File: src/rtl/dma_chan_pkg.sv
package dma_chan_pkg;

  localparam int BUS_W = 32;

  typedef enum logic [2:0] {
    S_IDLE, S_WAIT, S_ARB, S_RD, S_WR, S_SGL
  } dma_state_e;

  // Packed so that bit 0 lands on control register bit 1
  typedef struct packed {
    logic       int_en;
    logic       trig_ext;
    logic       auto_align;
    logic       burst;
    logic       single;
    logic [1:0] dst_sz;
    logic [1:0] src_sz;
    logic       dst_inc;
    logic       src_inc;
  } dma_cfg_t;

  localparam int CFG_W = $bits(dma_cfg_t);

  function automatic logic [2:0] size_bytes(input logic [1:0] enc);
    case (enc)
      2'd0:    return 3'd1;
      2'd1:    return 3'd2;
      default: return 3'd4;
    endcase
  endfunction

  function automatic logic [1:0] size_enc(input logic [2:0] n);
    case (n)
      3'd1:    return 2'd0;
      3'd2:    return 2'd1;
      default: return 2'd2;
    endcase
  endfunction

  function automatic logic [BUS_W-1:0] byte_mask(input logic [2:0] n);
    case (n)
      3'd1:    return BUS_W'(32'h0000_00FF);
      3'd2:    return BUS_W'(32'h0000_FFFF);
      default: return '1;
    endcase
  endfunction

endpackage

File: src/rtl/dma_unit_calc.sv
module dma_unit_calc
  import dma_chan_pkg::*;
#(
  parameter int CNT_W = 24
) (
  input  logic [1:0]       src_lo,
  input  logic [1:0]       dst_lo,
  input  logic [CNT_W-1:0] cnt,
  input  logic [1:0]       src_sz,
  input  logic [1:0]       dst_sz,
  input  logic             single,
  input  logic             auto_align,
  output logic [2:0]       blk_n,
  output logic [2:0]       rd_n,
  output logic [2:0]       wr_n
);

  logic [2:0] sb, db, mx, lim, al;
  logic [1:0] lo;

  always_comb begin
    sb = size_bytes(src_sz);
    db = size_bytes(dst_sz);
    mx = single ? sb : ((sb > db) ? sb : db);

    if (cnt >= CNT_W'(4))      lim = 3'd4;
    else if (cnt >= CNT_W'(2)) lim = 3'd2;
    else                       lim = 3'd1;

    lo = single ? src_lo : (src_lo | dst_lo);
    if (!auto_align)  al = 3'd4;
    else if (lo[0])   al = 3'd1;
    else if (lo[1])   al = 3'd2;
    else              al = 3'd4;

    blk_n = mx;
    if (lim < blk_n) blk_n = lim;
    if (al < blk_n)  blk_n = al;

    rd_n = (sb < blk_n) ? sb : blk_n;
    wr_n = (db < blk_n) ? db : blk_n;
  end

endmodule

File: src/rtl/dma_pack_buf.sv
module dma_pack_buf
  import dma_chan_pkg::*;
(
  input  logic             clk,
  input  logic             rst,
  input  logic             clr,
  input  logic             push,
  input  logic [2:0]       push_n,
  input  logic [BUS_W-1:0] push_data,
  input  logic             pop,
  input  logic [2:0]       pop_n,
  output logic [BUS_W-1:0] out_data
);

  logic [BUS_W-1:0] data_q;
  logic [2:0]       fill_q;

  always_ff @(posedge clk) begin
    if (rst || clr) begin
      data_q <= '0;
      fill_q <= '0;
    end else if (push) begin
      data_q <= data_q | ((push_data & byte_mask(push_n)) << {fill_q, 3'b000});
      fill_q <= fill_q + push_n;
    end else if (pop) begin
      data_q <= data_q >> {pop_n, 3'b000};
    end
  end

  assign out_data = data_q;

endmodule

File: src/rtl/dma_chan.sv
module dma_chan
  import dma_chan_pkg::*;
#(
  parameter int ADDR_W = 32,
  parameter int CNT_W  = 24
) (
  input  logic              clk,
  input  logic              rst,
  input  logic              reg_wr,
  input  logic [1:0]        reg_addr,
  input  logic [31:0]       reg_wdata,
  output logic [31:0]       reg_rdata,
  input  logic              ext_req,
  output logic              ext_ack,
  input  logic              periph_req,
  output logic              bus_req,
  input  logic              bus_gnt,
  output logic              bus_valid,
  output logic              bus_write,
  output logic [ADDR_W-1:0] bus_addr,
  output logic [1:0]        bus_size,
  output logic [BUS_W-1:0]  bus_wdata,
  input  logic [BUS_W-1:0]  bus_rdata,
  input  logic              bus_ack,
  input  logic              bus_err,
  output logic              irq
);

  dma_state_e        state_q;
  dma_cfg_t          cfg_q;
  logic [ADDR_W-1:0] src_q, dst_q, bus_addr_q;
  logic [CNT_W-1:0]  cnt_q;
  logic              busy_q, done_q, err_q;
  logic              bus_req_q, bus_valid_q, bus_write_q, ext_ack_q;
  logic [1:0]        bus_size_q;
  logic [2:0]        rd_n_q, wr_n_q, rd_left_q, wr_left_q;
  logic [31:0]       reg_rdata_q;

  logic [2:0]        c_blk, c_rd, c_wr;
  logic [BUS_W-1:0]  pk_data;
  logic              trig, fault, rd_ok, wr_ok, sg_ok;
  logic [CNT_W-1:0]  cnt_after_wr, cnt_after_sg;
  logic [ADDR_W-1:0] src_next, dst_next;

  dma_unit_calc #(.CNT_W(CNT_W)) u_calc (
    .src_lo     (src_q[1:0]),
    .dst_lo     (dst_q[1:0]),
    .cnt        (cnt_q),
    .src_sz     (cfg_q.src_sz),
    .dst_sz     (cfg_q.dst_sz),
    .single     (cfg_q.single),
    .auto_align (cfg_q.auto_align),
    .blk_n      (c_blk),
    .rd_n       (c_rd),
    .wr_n       (c_wr)
  );

  assign rd_ok = (state_q == S_RD)  && bus_ack && !bus_err;
  assign wr_ok = (state_q == S_WR)  && bus_ack && !bus_err;
  assign sg_ok = (state_q == S_SGL) && bus_ack && !bus_err;

  dma_pack_buf u_pack (
    .clk       (clk),
    .rst       (rst),
    .clr       ((state_q == S_ARB) && bus_gnt),
    .push      (rd_ok),
    .push_n    (rd_n_q),
    .push_data (bus_rdata),
    .pop       (wr_ok),
    .pop_n     (wr_n_q),
    .out_data  (pk_data)
  );

  assign trig  = cfg_q.trig_ext ? ext_req : periph_req;
  assign fault = bus_err && ((state_q == S_RD) || (state_q == S_WR) || (state_q == S_SGL));
  assign src_next     = cfg_q.src_inc ? src_q + ADDR_W'(rd_n_q) : src_q;
  assign dst_next     = cfg_q.dst_inc ? dst_q + ADDR_W'(wr_n_q) : dst_q;
  assign cnt_after_wr = cnt_q - CNT_W'(wr_n_q);
  assign cnt_after_sg = cnt_q - CNT_W'(rd_n_q);

  always_ff @(posedge clk) begin
    if (rst) begin
      state_q     <= S_IDLE;
      cfg_q       <= '0;
      src_q       <= '0;
      dst_q       <= '0;
      cnt_q       <= '0;
      busy_q      <= 1'b0;
      done_q      <= 1'b0;
      err_q       <= 1'b0;
      bus_req_q   <= 1'b0;
      bus_valid_q <= 1'b0;
      bus_write_q <= 1'b0;
      ext_ack_q   <= 1'b0;
      bus_addr_q  <= '0;
      bus_size_q  <= '0;
      rd_n_q      <= '0;
      wr_n_q      <= '0;
      rd_left_q   <= '0;
      wr_left_q   <= '0;
    end else if (fault) begin
      bus_valid_q <= 1'b0;
      ext_ack_q   <= 1'b0;
      bus_req_q   <= 1'b0;
      busy_q      <= 1'b0;
      err_q       <= 1'b1;
      state_q     <= S_IDLE;
    end else begin
      case (state_q)
        S_IDLE: begin
          if (reg_wr) begin
            case (reg_addr)
              2'd0: src_q <= reg_wdata[ADDR_W-1:0];
              2'd1: dst_q <= reg_wdata[ADDR_W-1:0];
              2'd2: cnt_q <= reg_wdata[CNT_W-1:0];
              default: begin
                cfg_q <= dma_cfg_t'(reg_wdata[CFG_W:1]);
                if (reg_wdata[0]) begin
                  err_q <= 1'b0;
                  if (cnt_q == '0) begin
                    done_q <= 1'b1;
                  end else begin
                    done_q  <= 1'b0;
                    busy_q  <= 1'b1;
                    state_q <= S_WAIT;
                  end
                end
              end
            endcase
          end
        end
        S_WAIT: begin
          if (trig) begin
            bus_req_q <= 1'b1;
            state_q   <= S_ARB;
          end
        end
        S_ARB: begin
          if (bus_gnt) begin
            rd_n_q      <= c_rd;
            wr_n_q      <= c_wr;
            rd_left_q   <= c_blk;
            wr_left_q   <= c_blk;
            bus_valid_q <= 1'b1;
            bus_write_q <= 1'b0;
            bus_addr_q  <= src_q;
            bus_size_q  <= size_enc(c_rd);
            ext_ack_q   <= cfg_q.single;
            state_q     <= cfg_q.single ? S_SGL : S_RD;
          end
        end
        S_RD: begin
          if (rd_ok) begin
            src_q <= src_next;
            if (rd_left_q == rd_n_q) begin
              bus_addr_q  <= dst_q;
              bus_size_q  <= size_enc(wr_n_q);
              bus_write_q <= 1'b1;
              ext_ack_q   <= 1'b1;
              state_q     <= S_WR;
            end else begin
              rd_left_q  <= rd_left_q - rd_n_q;
              bus_addr_q <= src_next;
            end
          end
        end
        S_WR: begin
          if (wr_ok) begin
            dst_q <= dst_next;
            cnt_q <= cnt_after_wr;
            if (wr_left_q == wr_n_q) begin
              bus_valid_q <= 1'b0;
              ext_ack_q   <= 1'b0;
              if (cnt_after_wr == '0) begin
                bus_req_q <= 1'b0;
                busy_q    <= 1'b0;
                done_q    <= 1'b1;
                state_q   <= S_IDLE;
              end else if (cfg_q.burst) begin
                state_q <= S_ARB;
              end else begin
                bus_req_q <= 1'b0;
                state_q   <= S_WAIT;
              end
            end else begin
              wr_left_q  <= wr_left_q - wr_n_q;
              bus_addr_q <= dst_next;
            end
          end
        end
        S_SGL: begin
          if (sg_ok) begin
            src_q       <= src_next;
            cnt_q       <= cnt_after_sg;
            bus_valid_q <= 1'b0;
            ext_ack_q   <= 1'b0;
            if (cnt_after_sg == '0) begin
              bus_req_q <= 1'b0;
              busy_q    <= 1'b0;
              done_q    <= 1'b1;
              state_q   <= S_IDLE;
            end else if (cfg_q.burst) begin
              state_q <= S_ARB;
            end else begin
              bus_req_q <= 1'b0;
              state_q   <= S_WAIT;
            end
          end
        end
        default: state_q <= S_IDLE;
      endcase
    end
  end

  always_ff @(posedge clk) begin
    if (rst) begin
      reg_rdata_q <= '0;
    end else begin
      case (reg_addr)
        2'd0:    reg_rdata_q <= 32'(src_q);
        2'd1:    reg_rdata_q <= 32'(dst_q);
        2'd2:    reg_rdata_q <= 32'(cnt_q);
        default: reg_rdata_q <= 32'({err_q, done_q, busy_q, 4'b0000, cfg_q, 1'b0});
      endcase
    end
  end

  assign reg_rdata = reg_rdata_q;
  assign ext_ack   = ext_ack_q;
  assign bus_req   = bus_req_q;
  assign bus_valid = bus_valid_q;
  assign bus_write = bus_write_q;
  assign bus_addr  = bus_addr_q;
  assign bus_size  = bus_size_q;
  assign bus_wdata = pk_data & byte_mask(wr_n_q);
  assign irq       = cfg_q.int_en && (done_q || err_q);

endmodule

File: config.mk
export PLATFORM = sky130hd
export DESIGN_NAME = dma_chan
export DESIGN_NICKNAME = d
export VERILOG_FILES = /design/src/rtl/dma_chan_pkg.sv /design/src/rtl/dma_unit_calc.sv /design/src/rtl/dma_pack_buf.sv /design/src/rtl/dma_chan.sv
export SDC_FILE = /design/constraint.sdc
export NUM_CORES = 1
export LEC_CHECK = 0
export ABC_AREA = 0
export BUFFER_PORTS_ARGS = -buffer_cell sky130_fd_sc_hd__buf_2
export CAP_MARGIN = 20
export CORE_AREA = 2 2 163 165
export DETAILED_ROUTE_END_ITERATION = 16
export DIE_AREA = 0 0 165 167
export HOLD_SLACK_MARGIN = 0.06
export PLACE_DENSITY_LB_ADDON = 0.05
export SETUP_SLACK_MARGIN = 0.1
export SLEW_MARGIN = 10
export SYNTH_ARGS = -nofsm -noshare
export SYNTH_HDL_FRONTEND = slang
export SYNTH_SLANG_ARGS = --single-unit
export TNS_END_PERCENT = 100
File: constraint.sdc
create_clock -name clk -period 4.91 [get_ports clk]
set_clock_uncertainty 0.05 [all_clocks]
set_input_delay 0.7365 -clock clk [delete_from_list [all_inputs] [get_ports clk]]
set_output_delay 0.7365 -clock clk [all_outputs]
set_load 0.005 [all_outputs]
==> summary.md <==
| Metric | Value |
|---|---|
| Yosys warnings | 0 |
| Synth Net Count | 2129 |
| Die width | 165 um |
| Clk slew on worst S/H paths | 0.06 ns |
| Total core area | 0.02576 mm2 |
| Final period utilization | 88.00% |
| Initial antenna violation count | 1 |
| Port bufs | 176 |
| Leak | 6.707 nW |
| Placer congestion estimate | 0.9550 |
| Pins over their slew limit | 0 |
| Gr usage total | 38.94% |
| Antenna fix cells | 0 |
| Worst skew pair latency | 0.56 ns |
| WP data arrival | 4.68 ns |
| HP Class | reg -> reg |
| Vias | 16251 |
| Required time worst endpoint | 5.27 ns |
| Post-DR wirelength/cell | 22.57 um |
| Crit Path Category | reg -> reg |
| CTS Hold Bufs | 0 |
| Post-synth top flop | dfxtp_1 |
| Vias in the first global route | 14875 |
| Share of layout cells above drive strength 1 | 15.49% |
| First-pass GRT wire length | 84.53 mm |
| Drc violations | 0 |
| Seq cells post-synth | 222 |
| CP dominant cell by count | inv_1 |
| Maximum clock insertion buffer count | 3 |
| Layout Nets | 2185 |
| Detailed placement HPWL | 38.43 mm |
| Setup TNS | 0 ns |
| Async SR Flop Fraction | 0% |
| Overflow after GRT | 0 |
| # Post-CTS Setup Buffers | 0 |
| TritonRoute pass-1 iters | 6 |
| Clock root cell | clkbuf_16 |
| Max stage delay cell, worst path | nor3_2 |
| Fmax achieved | 0.2314 GHz |
| Routed WL | 54.91 mm |
| Seq/Total Area, Yosys | 29.67% |
| DR iter-0 viols | 2080 |
| Minimum clock period | 4.321 ns |
| Startpoint class of the critical path | register |
| Avg Inst Size Synth | 7.411 um2 |
| Layout area overhead | 12.70% |
| Post-CTS sizing | 0 |
| Worst-path fanout max | 10 |
| Max-slew headroom | 24.55% |
| Status | finished, final reports clean |
| Crit path cell chain | nor3_2 -> nand3_2 -> and2b_1 -> inv_1 -> ha_1 -> or2_2 -> a31oi_1 -> inv_1 -> ha_1 -> nand2_1 -> nand2_1 -> inv_1 -> o31a_1 -> and3b_1 -> a211oi_1 -> a211oi_1 |
| Max_cap viols | 0 |
| Peak supply drop | 0.3133 mV |
| Setup violations, final | 0 |
| Area of the mapped netlist | 0.01498 mm2 |
| CTS tree | yes |
| Row count | 59 |
| I/O pin count | 177 |
| Pwr Density | 372.9 mW/mm2 |
| Buf/Inv on CP | 3 |
| Pin count of the biggest net entering global routing | 93 |
| H-tree level count | 1 |
| EDFF count, synth | 0 |
| Fill cells | 2301 |
| Final Power | 6.294 mW |
| Syn Inst Count | 2021 |
| Largest stage delay, worst path | 0.42 ns |
| Final count of hold timing violations | 0 |
| DRT antenna net count | 0 |
| Slew @ Worst Pin | 1.129 ns |
| CP Capture Type | register |
| Starting Density | 58.13% |
| RSZ-0062 raised after global routing | no |
| CTS Buf Count | 27 |
| Via density | 6.679 |
| Crit-path leading delay family | simple AND/OR/NAND/NOR gates |
| Die height | 167 um |
| Die area | 0.02756 mm2 |
| Count of cell types in the netlist | 88 |
| CTS sink cnt | 222 |
==> Yosys cell counts (all sizes together) (30+ instances only) <==
| master | count | area share, % |
|---|---|---|
| o21ai | 125 | 4.2 |
| nor3 | 81 | 2.8 |
| clkbuf | 153 | 3.8 |
| inv | 31 | 0.78 |
| a211oi | 43 | 2.2 |
| buf | 31 | 1.2 |
| a22oi | 56 | 2.8 |
| xnor2 | 33 | 1.9 |
| nand3 | 34 | 1.2 |
| mux2i | 48 | 3.2 |
| a21oi | 180 | 6.0 |
| nor2 | 310 | 7.8 |
| nor2b | 51 | 2.1 |
| xor2 | 30 | 1.8 |
| nand2 | 208 | 5.2 |
| dfxtp | 222 | 30 |
==> layout make-up <==
class,instances,area (um2),area share [%]
clock buffers,40,824.5,4.885
clock inverters,10,178.9,1.060
inverters,31,116.4,0.6894
multi-input cells,1584,9724,57.61
flip-flops and latches,222,4446,26.34
well taps,335,419.2,2.483
repair buffers,211,1170,6.931
==> worst min-delay path: stages, from the launching register on <==
cell and delay (ns):
dfxtp_1 0.32, nor2_1 0.04, nor2_1 0.06
==> report_power, final <==
group	internal, mW	switching, mW
combinational	0.678	1.08
sequential	1.96	0.318
clock	1.42	0.836
total	4.06	2.24
==> cell usage in the layout, fill, tap and decap left out, types with 32 or more instances in the layout <==
cell | netlist | layout
nand3_1 | 32 | 32
xnor2_1 | 33 | 33
nor2b_1 | 51 | 50
dfxtp_1 | 222 | 221
buf_2 | 16 | 175
nor2_1 | 309 | 306
buf_4 | 9 | 34
a21oi_1 | 180 | 180
nand2_1 | 207 | 207
nor3_1 | 77 | 75
a211oi_1 | 43 | 43
mux2i_1 | 48 | 48
o21ai_0 | 124 | 123
a22oi_1 | 56 | 56
==> final timing paths <==
kind	depth (start not counted)	slack, ns	start	end
setup / recovery	16	0.59	cnt_q[10]	rd_n_q[0]
hold / removal	2	0.41	bus_write	bus_write
hold reg to reg	2	0.41	bus_write	bus_write
setup reg to reg	16	0.59	cnt_q[10]	rd_n_q[0]
==> kinds of logic (layout without fill, tap and decap cells) <==
logic type	Yosys count	count (layout)	synth area share [%]
AND/OR/NAND/NOR	833	833	26.29
AO/OA/AOI/OAI	590	590	25.81
flip-flops	222	222	29.67
buffers and inverters	215	292	5.806
multiplexers	64	64	5.489
XOR/XNOR	63	63	3.734
adder cells (fa/ha/maj)	34	34	3.191
==> stage by stage <==
step	util (%)	area (um2)	std cells	worst slack, ns	hold WS (ns)
finish	65.51	16880	2433	0.5893	0.4148
global route	65.51	16880	2433	0.2009	0.4341
CTS	65.38	16840	2431	0.6483	0.4087
detailed placement	61.48	15840	2381	0.6644	0.4005
global placement	61.48	15840	2381	0.7137	0.3949
floorplan	-	14980	2021	1.151	0.3863
==> layer usage <==
layer	vias up	GRT usage, %	routed length (um)
li1	7403	-	-
met1	7659	52.34	21940
met2	995	60.33	24500
met3	192	5.280	5196
met4	2	20.87	3266
met5	-	0	9
==> state kept, by name (all words and copies together), names as in the netlist, 11 cells and up <==
signal,count
bus_addr,32
reg_rdata,32
src_q,32
cfg_q,11
dst_q,32
u_pack.out_data,32
cnt_q,24
(Power assumes the default switching activity.)
